==> config.mk <==
export PLATFORM = sky130hd
export DESIGN_NAME = dsp_split
export DESIGN_NICKNAME = d
export VERILOG_FILES = /design/src/rtl/dsp_pkg.sv /design/src/rtl/dsp_rom.sv /design/src/rtl/dsp_fast_pack.sv /design/src/rtl/dsp_useq.sv /design/src/rtl/dsp_split.sv
export SDC_FILE = /design/constraint.sdc
export NUM_CORES = 1
export LEC_CHECK = 0
export BUFFER_PORTS_ARGS = -buffer_cell sky130_fd_sc_hd__buf_2
export CORE_MARGIN = 2
export CORE_UTILIZATION = 35
export DETAILED_ROUTE_END_ITERATION = 7
export PLACE_DENSITY = 0.57
export SYNTH_ARGS = -nofsm -noshare
export SYNTH_HDL_FRONTEND = slang
export SYNTH_SLANG_ARGS = --single-unit
==> constraint.sdc <==
create_clock -name clk_i -period 11 [get_ports clk_i]
set_input_delay 1.1 -clock clk_i [delete_from_list [all_inputs] [get_ports clk_i]]
set_output_delay 1.1 -clock clk_i [all_outputs]
set_load 0.02 [all_outputs]
==> src/rtl/dsp_pkg.sv <==
package dsp_pkg;
  typedef enum logic {OP_FAST = 1'b0, OP_UCODE = 1'b1} op_kind_e;
  localparam int FAST_MAX = 2;  // longest op count handled without microcode
endpackage

==> src/rtl/dsp_rom.sv <==
module dsp_rom #(
  parameter int CLS_W   = 2,
  parameter int UADDR_W = 5,
  parameter int SLOTS   = 3
) (
  input  logic [CLS_W-1:0]                cls_i,
  output logic [UADDR_W-1:0]              entry_o,
  input  logic [UADDR_W-1:0]              base_i,
  output logic [SLOTS-1:0][UADDR_W-1:0]   addr_o,
  output logic [SLOTS-1:0]                end_o
);
  import dsp_pkg::*;

  localparam int OFF_W = UADDR_W - CLS_W;
  localparam int DEPTH = 1 << UADDR_W;
  localparam int NCLS  = 1 << CLS_W;

  logic [DEPTH-1:0]              end_tbl;
  logic [NCLS-1:0][UADDR_W-1:0]  entry_tbl;

  // class c owns a 2^OFF_W window; its sequence is c+FAST_MAX+1 ops long
  for (genvar a = 0; a < DEPTH; a++) begin : g_end
    localparam int OFF = a % (1 << OFF_W);
    localparam int SEQ = a >> OFF_W;
    assign end_tbl[a] = (OFF == SEQ + FAST_MAX) ? 1'b1 : 1'b0;
  end

  for (genvar c = 0; c < NCLS; c++) begin : g_entry
    assign entry_tbl[c] = UADDR_W'(c << OFF_W);
  end

  assign entry_o = entry_tbl[cls_i];

  for (genvar s = 0; s < SLOTS; s++) begin : g_rd
    assign addr_o[s] = base_i + UADDR_W'(s);
    assign end_o[s]  = end_tbl[addr_o[s]];
  end
endmodule

==> src/rtl/dsp_fast_pack.sv <==
module dsp_fast_pack #(
  parameter int LANES  = 3,
  parameter int SLOTS  = 3,
  parameter int CNT_W  = 3,
  parameter int CLS_W  = 2,
  parameter int TAG_W  = 8,
  parameter int INFO_W = 5
) (
  input  logic                          en_i,
  input  logic [LANES-1:0]              vld_i,
  input  logic [LANES-1:0][CNT_W-1:0]   nops_i,
  input  logic [LANES-1:0][CLS_W-1:0]   cls_i,
  input  logic [LANES-1:0][TAG_W-1:0]   tag_i,
  output logic [LANES-1:0]              acc_o,
  output logic [SLOTS-1:0]              slot_vld_o,
  output logic [SLOTS-1:0][TAG_W-1:0]   slot_tag_o,
  output logic [SLOTS-1:0][INFO_W-1:0]  slot_idx_o,
  output logic                          ustart_o,
  output logic [CLS_W-1:0]              ucls_o,
  output logic [TAG_W-1:0]              utag_o
);
  import dsp_pkg::*;

  always_comb begin
    int   used;
    logic go;
    used       = 0;
    go         = 1'b1;
    acc_o      = '0;
    slot_vld_o = '0;
    slot_tag_o = '0;
    slot_idx_o = '0;
    ustart_o   = 1'b0;
    ucls_o     = '0;
    utag_o     = '0;
    for (int k = 0; k < LANES; k++) begin
      if (go && en_i && vld_i[k]) begin
        if (int'(nops_i[k]) <= FAST_MAX) begin
          if (used + int'(nops_i[k]) <= SLOTS) begin
            for (int j = 0; j < FAST_MAX; j++) begin
              if (j < int'(nops_i[k]) && (used + j) < SLOTS) begin
                slot_vld_o[used+j] = 1'b1;
                slot_tag_o[used+j] = tag_i[k];
                slot_idx_o[used+j] = INFO_W'(j);
              end
            end
            used     = used + int'(nops_i[k]);
            acc_o[k] = 1'b1;
          end else begin
            go = 1'b0;  // never split an instruction across bundles
          end
        end else begin
          acc_o[k] = 1'b1;
          ustart_o = 1'b1;
          ucls_o   = cls_i[k];
          utag_o   = tag_i[k];
          go       = 1'b0;
        end
      end else begin
        go = 1'b0;
      end
    end
  end
endmodule

==> src/rtl/dsp_useq.sv <==
module dsp_useq #(
  parameter int CLS_W   = 2,
  parameter int UADDR_W = 5,
  parameter int TAG_W   = 8,
  parameter int SLOTS   = 3
) (
  input  logic                          clk_i,
  input  logic                          rst_ni,
  input  logic                          stall_i,
  input  logic                          start_i,
  input  logic [CLS_W-1:0]              start_cls_i,
  input  logic [TAG_W-1:0]              start_tag_i,
  output logic                          busy_o,
  output logic [SLOTS-1:0]              vld_o,
  output logic [SLOTS-1:0][UADDR_W-1:0] addr_o,
  output logic [TAG_W-1:0]              tag_o
);
  logic                 busy_q;
  logic [UADDR_W-1:0]   upc_q;
  logic [TAG_W-1:0]     tag_q;
  logic [UADDR_W-1:0]   entry;
  logic [SLOTS-1:0]     rd_end;
  logic                 fin;

  dsp_rom #(.CLS_W(CLS_W), .UADDR_W(UADDR_W), .SLOTS(SLOTS)) u_rom (
    .cls_i   (start_cls_i),
    .entry_o (entry),
    .base_i  (upc_q),
    .addr_o  (addr_o),
    .end_o   (rd_end)
  );

  always_comb begin
    fin   = 1'b0;
    vld_o = '0;
    for (int s = 0; s < SLOTS; s++) begin
      vld_o[s] = busy_q && !fin;
      if (vld_o[s] && rd_end[s]) fin = 1'b1;
    end
  end

  always_ff @(posedge clk_i or negedge rst_ni) begin
    if (!rst_ni) begin
      busy_q <= 1'b0;
      upc_q  <= '0;
      tag_q  <= '0;
    end else if (!stall_i) begin
      if (busy_q) begin
        upc_q <= upc_q + UADDR_W'(SLOTS);
        if (fin) busy_q <= 1'b0;
      end else if (start_i) begin
        busy_q <= 1'b1;
        upc_q  <= entry;
        tag_q  <= start_tag_i;
      end
    end
  end

  assign busy_o = busy_q;
  assign tag_o  = tag_q;
endmodule

==> src/rtl/dsp_split.sv <==
module dsp_split #(
  parameter int LANES   = 3,
  parameter int SLOTS   = 3,
  parameter int CNT_W   = 3,
  parameter int CLS_W   = 2,
  parameter int UADDR_W = 5,
  parameter int TAG_W   = 8
) (
  input  logic                          clk_i,
  input  logic                          rst_ni,
  input  logic                          stall_i,
  input  logic [LANES-1:0]              instr_valid_i,
  input  logic [LANES-1:0][CNT_W-1:0]   instr_nops_i,
  input  logic [LANES-1:0][CLS_W-1:0]   instr_cls_i,
  input  logic [LANES-1:0][TAG_W-1:0]   instr_tag_i,
  output logic [LANES-1:0]              instr_ready_o,
  output logic [SLOTS-1:0]              slot_vld_o,
  output logic [SLOTS-1:0]              slot_kind_o,
  output logic [SLOTS-1:0][TAG_W-1:0]   slot_tag_o,
  output logic [SLOTS-1:0][UADDR_W-1:0] slot_info_o
);
  import dsp_pkg::*;

  localparam int INFO_W = UADDR_W;

  logic                          seq_busy;
  logic                          pack_en;
  logic [SLOTS-1:0]              p_vld;
  logic [SLOTS-1:0][TAG_W-1:0]   p_tag;
  logic [SLOTS-1:0][INFO_W-1:0]  p_idx;
  logic                          p_ustart;
  logic [CLS_W-1:0]              p_ucls;
  logic [TAG_W-1:0]              p_utag;
  logic [SLOTS-1:0]              u_vld;
  logic [SLOTS-1:0][INFO_W-1:0]  u_addr;
  logic [TAG_W-1:0]              u_tag;

  logic [SLOTS-1:0]              nxt_vld, nxt_kind;
  logic [SLOTS-1:0][TAG_W-1:0]   nxt_tag;
  logic [SLOTS-1:0][INFO_W-1:0]  nxt_info;
  logic [SLOTS-1:0]              vld_q, kind_q;
  logic [SLOTS-1:0][TAG_W-1:0]   tag_q;
  logic [SLOTS-1:0][INFO_W-1:0]  info_q;

  assign pack_en = !seq_busy && !stall_i;

  dsp_fast_pack #(
    .LANES(LANES), .SLOTS(SLOTS), .CNT_W(CNT_W),
    .CLS_W(CLS_W), .TAG_W(TAG_W), .INFO_W(INFO_W)
  ) u_pack (
    .en_i       (pack_en),
    .vld_i      (instr_valid_i),
    .nops_i     (instr_nops_i),
    .cls_i      (instr_cls_i),
    .tag_i      (instr_tag_i),
    .acc_o      (instr_ready_o),
    .slot_vld_o (p_vld),
    .slot_tag_o (p_tag),
    .slot_idx_o (p_idx),
    .ustart_o   (p_ustart),
    .ucls_o     (p_ucls),
    .utag_o     (p_utag)
  );

  dsp_useq #(
    .CLS_W(CLS_W), .UADDR_W(UADDR_W), .TAG_W(TAG_W), .SLOTS(SLOTS)
  ) u_seq (
    .clk_i       (clk_i),
    .rst_ni      (rst_ni),
    .stall_i     (stall_i),
    .start_i     (p_ustart),
    .start_cls_i (p_ucls),
    .start_tag_i (p_utag),
    .busy_o      (seq_busy),
    .vld_o       (u_vld),
    .addr_o      (u_addr),
    .tag_o       (u_tag)
  );

  for (genvar s = 0; s < SLOTS; s++) begin : g_mux
    assign nxt_vld[s]  = seq_busy ? u_vld[s] : p_vld[s];
    assign nxt_kind[s] = seq_busy ? OP_UCODE : OP_FAST;
    assign nxt_tag[s]  = seq_busy ? u_tag : p_tag[s];
    assign nxt_info[s] = seq_busy ? u_addr[s] : p_idx[s];
  end

  always_ff @(posedge clk_i or negedge rst_ni) begin
    if (!rst_ni) begin
      vld_q  <= '0;
      kind_q <= '0;
      tag_q  <= '0;
      info_q <= '0;
    end else if (!stall_i) begin
      vld_q  <= nxt_vld;
      kind_q <= nxt_kind;
      tag_q  <= nxt_tag;
      info_q <= nxt_info;
    end
  end

  assign slot_vld_o  = vld_q;
  assign slot_kind_o = kind_q;
  assign slot_tag_o  = tag_q;
  assign slot_info_o = info_q;
endmodule

; Word-level counts from Yosys, hierarchy flattened
; Memory sizes are Yosys's and may differ from the RTL's.
; Index checks and enable logic that the tools add are counted.
[op_classes]
addsub = 7
n_lt_le_gt_ge = 28
muxes = 151
n_bitwise = 16
n_reduce_logical = 26
[ops]
columns = cell, count
row1 = 2-to-1 mux 24 bit, 16
row2 = 2-to-1 mux 15 bit, 16
row3 = 2-to-1 mux 32 bit, 5
row4 = >= comparator 32 x 1 -> 1 bit (second input constant), 4
row5 = less-than comparator 32 x 3 -> 1 bit (second input constant), 4
row6 = less-than comparator 32 x 4 -> 1 bit (second input constant), 4
row7 = 2-to-1 mux 8 bit, 15
row8 = bitwise mux 24 bit, 4
row9 = adder 32 x 2 -> 32 bit (second input constant), 2
row10 = adder 32 x 4 -> 32 bit, 2
row11 = demux 8 bit (select 2 bit), 4
row12 = <= comparator 32 x 3 -> 1 bit (second input constant), 2
row13 = 2-to-1 mux 3 bit, 17
row14 = 2-to-1 mux 5 bit, 10
row15 = 2-to-1 mux 16 bit, 3
row16 = demux 5 bit (select 2 bit), 4
row17 = 2-to-1 mux 1 bit, 40
row18 = 2-to-1 mux 10 bit, 3
row19 = NOT 15 bit, 2
row20 = bitwise AND 12 bit, 2
row21 = NOT 12 bit, 2
row22 = logical AND 1 bit, 19
row23 = less-than comparator 1 x 3 -> 1 bit (first input constant), 6
row24 = less-than comparator 5 x 6 -> 1 bit (second input constant), 3
row25 = 16 further kinds, 39
[word_totals]
register_bits = 57
rom_bits = 96
inputBits = 45
word_cells = 242
mem_count = 3
[mem_list]
columns = name, words, width, read_ports, rd_ports_with_merged_regs, wr, line_no
row1 = (no name shown), 32, 1, 1, 0, 0, dsp_rom.sv:36  ; assign end_o[s] = end_tbl[addr_o[s]];
row2 = (no name shown), 32, 1, 1, 0, 0, dsp_rom.sv:36
row3 = (no name shown), 32, 1, 1, 0, 0, dsp_rom.sv:36

; Longest topological paths before layout
; Gate-level depths: netlist of run 1.
[logic_depth]
depth_word = 30
depth_mapped = 19
depth_no_buf = 17

; Cells and area by module
; From an unflattened synthesis of run 1, not the netlist that was laid out.
[unflattened]
cells_unflattened = 506
hier_area_um2 = 4620.7
[modules_own_cells]
columns = mod, n_inst, cells_per_inst, area_per_inst_um2, seq_area_each_um2
row1 = dsp_split, 1, 187, 2030.7, 1076.0
row2 = dsp_fast_pack, 1, 211, 1508.9, 0.0
row3 = dsp_useq, 1, 61, 694.4, 350.3
row4 = dsp_rom, 1, 47, 386.6, 0.0

; Worst setup path after synthesis of run 1
; OpenSTA, ideal clock, no wires.
[synth_path]
kind = input-to-output
start = in stall_i
end = out instr_ready_o[2]
arrival_time_ns = 4.879
required_time_ns = 9.900
setup_slack_ns = 5.021
stages = 16
path_buffers = 2
cell_sequence = or3b_2 clkbuf_1 nor3_2 buf_2 ha_1 nand2_1 a41oi_1 nor3_1 mux2_2 ha_1 inv_1 fa_1 a2111oi_0 a21oi_1 o21ai_0 and3_1
[synth_between]
elab_chain_len = 14
word_cells_on_any_way = 22
classes_between = add/sub: 2 / order compare: 2 / mux: 11 / reduce/logical: 7
[synth_lines]
columns = item, line_no
row1 = "start, declared", dsp_split.sv:11  ; input logic stall_i,
row2 = logical NOT 1 bit (*), --
row3 = logical AND 1 bit (*), dsp_split.sv:45  ; assign pack_en = !seq_busy && !stall_i;
row4 = logical AND 1 bit, dsp_fast_pack.sv:37  ; if (go && en_i && vld_i[k]) begin
row5 = 2-to-1 mux 32 bit, dsp_fast_pack.sv:37
row6 = adder 32 x 4 -> 32 bit, "dsp_fast_pack.sv:39, dsp_fast_pack.sv:47"
row7 = <= comparator 32 x 3 -> 1 bit, dsp_fast_pack.sv:39  ; if (used + int'(nops_i[k]) <= SLOTS) begin
row8 = 2-to-1 mux 32 bit, dsp_fast_pack.sv:39
row9 = 2-to-1 mux 32 bit, dsp_fast_pack.sv:38  ; if (int'(nops_i[k]) <= FAST_MAX) begin
row10 = 2-to-1 mux 32 bit, dsp_fast_pack.sv:37
row11 = adder 32 x 4 -> 32 bit, dsp_fast_pack.sv:39
row12 = <= comparator 32 x 3 -> 1 bit, dsp_fast_pack.sv:39
row13 = 2-to-1 mux 1 bit, dsp_fast_pack.sv:39
row14 = 2-to-1 mux 1 bit, dsp_fast_pack.sv:38
row15 = 2-to-1 mux 1 bit (*), dsp_fast_pack.sv:37
row16 = "end, declared", dsp_split.sv:16  ; output logic [LANES-1:0] instr_ready_o,
; Mark *: on every way between the ends. The rest lies on a longest branch, timed or not.

; Worst setup path in the final report of run 1
; Ends and elaborated chain as after synthesis.

==> out/qor.csv, run 1 <==
stage,metric,value,unit
outcome,status,completed,
yosys,yosys_warnings,0,
yosys,synth_top_area_share,37.7,%
routing,wl_per_cell,17.7,um
clocking,cts_root_buf,clkbuf_8,
power,power_density,211,nW/um^2
yosys,synth_cells,435,
power,ir_worst_vdd,0.0000621,V
critical_path,path_cells,buf_2 > buf_4 > or3b_2 > nor3_2 > fa_1 > nor3_1 > a41oi_1 > nor3_1 > mux2_2 > ha_1 > inv_1 > fa_1 > a2111oi_0 > a21oi_1 > o21ai_0 > and3_1 > buf_2,
critical_path,reg2reg_depth,16,
timing,tns,0,ps
clocking,cts-htree-levels,3,
critical_path,cp.required,9900,ps
global_route,grt_max_degree,60,
critical_path,cp_slowest_cell,nor3_2,
critical_path,critPathLaunchType,input pin,
global_route,grt_pass1_wl,18400,um
floorplan,die_width,108,um
critical_path,end_kind,primary output,
global_route,gr-total-overflow,0,
timing,max_freq,0.135,GHz
floorplan,core-area,10400,sq um
power,leakagePower,0.00214,uW
worst_hold_path,hold_path.class,flip-flop to flip-flop,
routing,via_per_inst,5.62,
yosys,synth.largest_area_cell,dfrtp_1,
yosys,ys.flop_type,dfrtp_1,
global_route,antenna_found_initial,0,
yosys,ys_types,63,
timing,finalSetupViolations,0,
placed_design,dp_hpwl,8220,um
clocking,numCtsBuffers,9,
floorplan,num_rows,37,
job,maxCapViolCount,0,
yosys,synth_most_common_cell,nand2_1,
timing,grt_setup_unrepaired,no,
clocking,cts_tree,done,
routing,wl,11700,um
clocking,hold_buffers,0,
yosys,netlist_top_cells_count,"74 x nand2_1, 57 x dfrtp_1, 37 x a21oi_1, 37 x o21ai_0",
finish,final_layout_size_suffix_gt1_share,23.2,%
placed_design,placed_cell_area,4350,sq um
routing,drtPass1Iterations,5,
yosys,synth_area,3790,sq um
finish,design_area,4500,sq um
critical_path,cp_max_fo,59,
clocking,ctsResizeCount,0,
timing,skew,3.96,ps
routing,dr_wl_met2,5540,um
placed_design,portBuffers,92,
floorplan,die_y,108,um
routing,wl_met3,775,um
floorplan,initial_core_util,36.3,%
timing,slew_headroom,25.8,%
placed_design,routabilityCongestion,0.867,
yosys,avgSynthCellArea,8.70,sq um
critical_path,critPathMaxStageDelay,910,ps
global_route,grt_pass1_vias,3504,
routing,highest_layer,met4,
yosys,synth_edf_count,0,
finish,fin_nets,589,
yosys,async_reset_ff_share,100,%
routing,drc_errors,0,
global_route,grt_usage,20.5,%
clocking,cts_sinks,57,
routing,drtAntennaViolNets,0,
critical_path,cp.arrival,6280,ps
clocking,clk_path_buf_depth,2,
clocking,path_clk_slew,60,ps
worst_hold_path,whs_path_depth,2,
floorplan,die-area,11700,sq um
routing,wl_met1,5150,um
timing,hold_viol,0,
yosys,yosys-top-cells-area,"dfrtp_1 38%, nand2_1 7.3%, ha_1 7.3%",
finish,diodes,0,
finish,syn2layout_area_growth,18.9,%
clocking,clock_latency,340,ps
routing,via_count,3700,
timing,final.min_clock_period,7380,ps
timing,worst_pin_slew,1110,ps
yosys,synth_seq_cells,57,
routing,drtIter0Drc,258,
timing,report.final.slew_viol_count,0,
timing,worst_hold_slack,477,ps
critical_path,critPathKind,input pin to primary output,
floorplan,ioPinCount,93,
timing,period_share,67.1,%
clocking,postCtsSetupRepairBufs,0,
yosys,synth-seq-area-share,37.7,%
-- through the flow --
stage	power (uW)	util, %	std cells	setup WS, ps
global placement	781	41.8	645	3650
finish	948	43.2	658	3620
floorplan	641	-	436	5020
detailed placement	788	41.8	645	3490
global route	1020	43.2	658	3090
CTS	951	43.2	658	3570
-- flip-flops by register name, summed over array words and instances (netlist names) --
register	cells
u_seq.tag_o	8
slot_info_o	15
slot_kind_o	1
u_seq.upc_q	5
slot_tag_o	24
slot_vld_o	3
u_seq.busy_o	1
-- power breakdown --
| part | leakage (uW) | switching (uW) | total, uW | internal [uW] |
|---|---|---|---|---|
| Clock | 0.0000782 | 78.9 | 163 | 83.7 |
| Combinational | 0.00132 | 257 | 424 | 167 |
| Sequential | 0.000744 | 72.4 | 361 | 289 |
-- final timing paths --
path	end	startpoint	slack, ps
max	instr_ready_o[2]	stall_i	3620
min	slot_info_o[1]$_DFFE_PN0N_	slot_info_o[1]$_DFFE_PN0N_	480
max reg2reg	slot_tag_o[7]$_DFFE_PN0N_	u_seq.busy_o$_DFFE_PN0N_	4590
min reg2reg	slot_info_o[1]$_DFFE_PN0N_	slot_info_o[1]$_DFFE_PN0N_	480
max in group asynchronous	slot_info_o[8]$_DFFE_PN0N_	rst_ni	9590
min in group asynchronous	slot_info_o[0]$_DFFE_PN0N_	rst_ni	900
-- critical path, delay by kind of cell --
kind | cells | cell delay [ps]
adders and majority gates | 3 | 1010
and+or+nand+nor | 5 | 1960
buffers and inverters | 4 | 610
AOI/OAI and AO/OA | 4 | 1240
muxes | 1 | 330
-- layout by cell type (no fill, tap or decap), types with 3 or more instances in the layout --
master     n
nand2b_1   4
or3_1      3
clkbuf_8  10
buf_2     92
nor2_1    15
nand2_1   74
nor3_1     7
dfrtp_1   57
a22oi_1   18
o211ai_1  11
nor3_2     3
mux2_2     4
a211oi_1   4
buf_4      5
inv_1     22
ha_1      22
xnor2_1    4
nand3_1    6
and3_1     7
a221o_1   10
nor4_1     4
a211o_1    3
a22o_1     9
a21oi_1   37
o21ai_0   37
mux2i_1    4
-- cell families (layout without fill, tap and decap cells) --
| group | count (synthesis) | in the layout | synth area share (%) |
|---|---|---|---|
| adders and majority gates | 24 | 24 | 8.33 |
| xor gates and xnor gates | 6 | 6 | 1.39 |
| muxes | 8 | 8 | 2.25 |
| other | 1 | 2 | 0.0990 |
| AOI/OAI and AO/OA | 151 | 151 | 27.1 |
| DFF | 57 | 57 | 37.7 |
| buffers and inverters | 47 | 133 | 5.22 |
| and+or+nand+nor | 141 | 141 | 18.0 |
-- layer usage --
metal | up-vias | track usage (%)
met3 | 16 | 3.07
met1 | 1768 | 28.4
li1 | 1763 | -
met2 | 153 | 32.3
met5 | - | 0
met4 | 0 | 7.88
-- layout make-up --
class | instances | area (sq um)
clock inverter | 1 | 5.00
timing repair buffer | 97 | 498
tap | 136 | 170
fill | 1051 | 5910
clock buffer | 12 | 145
sequential | 57 | 1430
multi-input combinational | 332 | 2170
inverter | 23 | 86.3
Power figures use the tool's default switching activity.
==> run 2, diff against run 1 <==
- ABC_AREA: not set -> 1
- clock period: 11 -> 7.2 ns (I/O delays scaled with it)
==> out/qor.csv, run 2 <==
stage,metric,value,unit
global_route,grt_usage,21.0,%
timing,worst_pin_slew,745,ps
job,maxCapViolCount,0,
yosys,ys.flop_type,dfrtp_1,
floorplan,num_rows,39,
critical_path,reg2reg_depth,21,
finish,final_layout_size_suffix_gt1_share,19.6,%
yosys,synth.largest_area_cell,dfrtp_1,
timing,skew,5.02,ps
floorplan,ioPinCount,93,
global_route,grt_max_degree,58,
clocking,ctsResizeCount,0,
critical_path,critPathLaunchType,flip-flop,
placed_design,preCtsSetupSlack,1570,ps
critical_path,r2r-start,u_seq.busy_o$_DFFE_PN0N_,
finish,fin_nets,738,
worst_hold_path,min-delay-start,slot_info_o[7]$_DFFE_PN0N_,
placed_design,routabilityCongestion,0.906,
routing,drtIter0Drc,395,
floorplan,die_width,113,um
yosys,avgSynthCellArea,7.18,sq um
critical_path,cp.arrival,5230,ps
global_route,gr-total-overflow,0,
yosys,synth-seq-area-share,34.1,%
critical_path,r2r_end,slot_tag_o[20]$_DFFE_PN0N_,
routing,drtPass1Iterations,5,
clocking,path_clk_slew,50,ps
clocking,cts_root_buf,clkbuf_16,
routing,wl_per_cell,16.2,um
yosys,async_reset_ff_share,100,%
finish,final_cell_mix,"142 x nand2_1, 92 x buf_2, 72 x inv_1",
routing,drc_errors,0,
yosys,synth_cells,583,
yosys,synth_top_area_share,34.1,%
finish,num-fill-cells,1219,
floorplan,die_y,113,um
routing,via_per_inst,5.31,
timing,final.min_clock_period,5950,ps
placed_design,portBuffers,92,
floorplan,die-area,12900,sq um
critical_path,cp.required,6480,ps
clocking,cts_tree,done,
power,leakagePower,0.00275,uW
floorplan,initial_core_util,36.2,%
yosys,synth_seq_cells,57,
power,power_density,298,nW/um^2
timing,fin_ws,1250,ps
floorplan,core-area,11600,sq um
critical_path,r2r_slack,1670,ps
placed_design,dp_hpwl,10200,um
routing,via_count,4338,
power,ir_worst_vdd,0.000111,V
timing,hold_viol,0,
global_route,grt_pass1_vias,3990,
routing,drtAntennaViolNets,0,
finish,largest_reg_flops,24,
critical_path,critPathKind,flip-flop to primary output,
global_route,antenna_found_initial,0,
worst_hold_path,hold_path.class,flip-flop to flip-flop,
yosys,ys_types,43,
clocking,clock_latency,330,ps
clocking,postCtsSetupRepairBufs,0,
yosys,yosys_warnings,0,
finish,syn2layout_area_growth,20.3,%
yosys,synth_edf_count,0,
outcome,status,completed,
timing,max_freq,0.168,GHz
yosys,netlist_top_cells_count,"142 x nand2_1, 72 x inv_1, 62 x nand3_1",
timing,period_share,82.6,%
routing,wl,13200,um
clocking,hold_buffers,0,
timing,report.final.slew_viol_count,0,
clocking,clk_path_buf_depth,2,
critical_path,end_kind,primary output,
worst_hold_path,hold_end,slot_info_o[7]$_DFFE_PN0N_,
yosys,synth_most_common_cell,nand2_1,
timing,grt_setup_unrepaired,no,
timing,tns,0,ps
power,total_power,1500,uW
finish,diodes,0,
clocking,cts_sinks,57,
timing,finalSetupViolations,0,
timing,worst_hold_slack,477,ps
global_route,grt_pass1_wl,20800,um
yosys,synth_area,4190,sq um
critical_path,cp_max_fo,20,
yosys,yosys-top-cells-area,"dfrtp_1 34%, nand2_1 13%, nand3_1 7.4%",
clocking,cts-htree-levels,3,
clocking,numCtsBuffers,9,
timing,slew_headroom,50.4,%
finish,layout_commonest_cell,nand2_1,
worst_hold_path,whs_path_depth,2,
-- run 2: power by group --
group	total [uW]	leakage (uW)	switching, uW	internal, uW
Combinational	560	0.00187	367	193
Clock	419	0.000144	144	276
Sequential	521	0.000739	94.9	426
-- run 2: how the worst max path moves through the flow --
stage	start	end	slack, ps
after detailed placement	stall_i	instr_ready_o[2]	1570
after global placement	stall_i	instr_ready_o[2]	1780
final	u_seq.busy_o$_DFFE_PN0N_	instr_ready_o[2]	1250
after global routing	u_seq.busy_o$_DFFE_PN0N_	instr_ready_o[2]	810
after floorplan	stall_i	instr_ready_o[2]	2300
after CTS	u_seq.busy_o$_DFFE_PN0N_	instr_ready_o[2]	1250
-- run 2: worst max-delay path: stages (launching register included) --
cell and delay [ps]:
dfrtp_1 810, nor2_4 140, nand2_4 130, inv_2 130
nand2_1 200, inv_1 260, fa_1 470, xnor2_1 160
nand3_1 260, nor2_8 340, o21ai_0 200, inv_1 170
ha_1 190, inv_1 50, fa_1 380, a21oi_1 150
a21boi_1 380, nand4_2 210, nand2_1 100, buf_2 160
-- run 2: cell type report --
cell class	instances	area [sq um]	share of cell area [%]
clock buffers	13	250	4.97
inverters	77	292	5.79
clock inverters	3	40.0	0.795
well taps	143	179	3.55
flip-flops and latches	57	1430	28.3
repair buffers	94	475	9.44
multi-input cells	430	2370	47.1
-- run 2: per-layer routing --
layer	routed length [um]	up-vias	global-route usage [%]	part of all wire, %
met1	5950	2020	28.8	45
li1	-	2111	-	-
met4	306	0	7.89	2.3
met3	908	27	4.73	6.9
met5	0	-	0	0
met2	6050	180	32.5	46
-- run 2: stage by stage --
| stage | instances | cell area (sq um) | util [%] |
|---|---|---|---|
| 2_1_floorplan | 584 | 4190 | - |
| 3_3_place_gp | 801 | 4750 | 41.0 |
| 3_5_place_dp | 801 | 4750 | 41.0 |
| 4_1_cts | 817 | 5040 | 43.6 |
| 5_1_grt | 817 | 5040 | 43.6 |
| 6_report | 817 | 5040 | 43.6 |
-- run 2: cells by family after synthesis --
group	count (synthesis)	synth area share, %
adders and majority gates	24	7.53
muxes	1	0.269
DFF	57	34.1
xor gates and xnor gates	5	1.05
AOI/OAI and AO/OA	132	17.6
other	1	0.0896
and+or+nand+nor	266	30.1
buffers and inverters	97	9.29
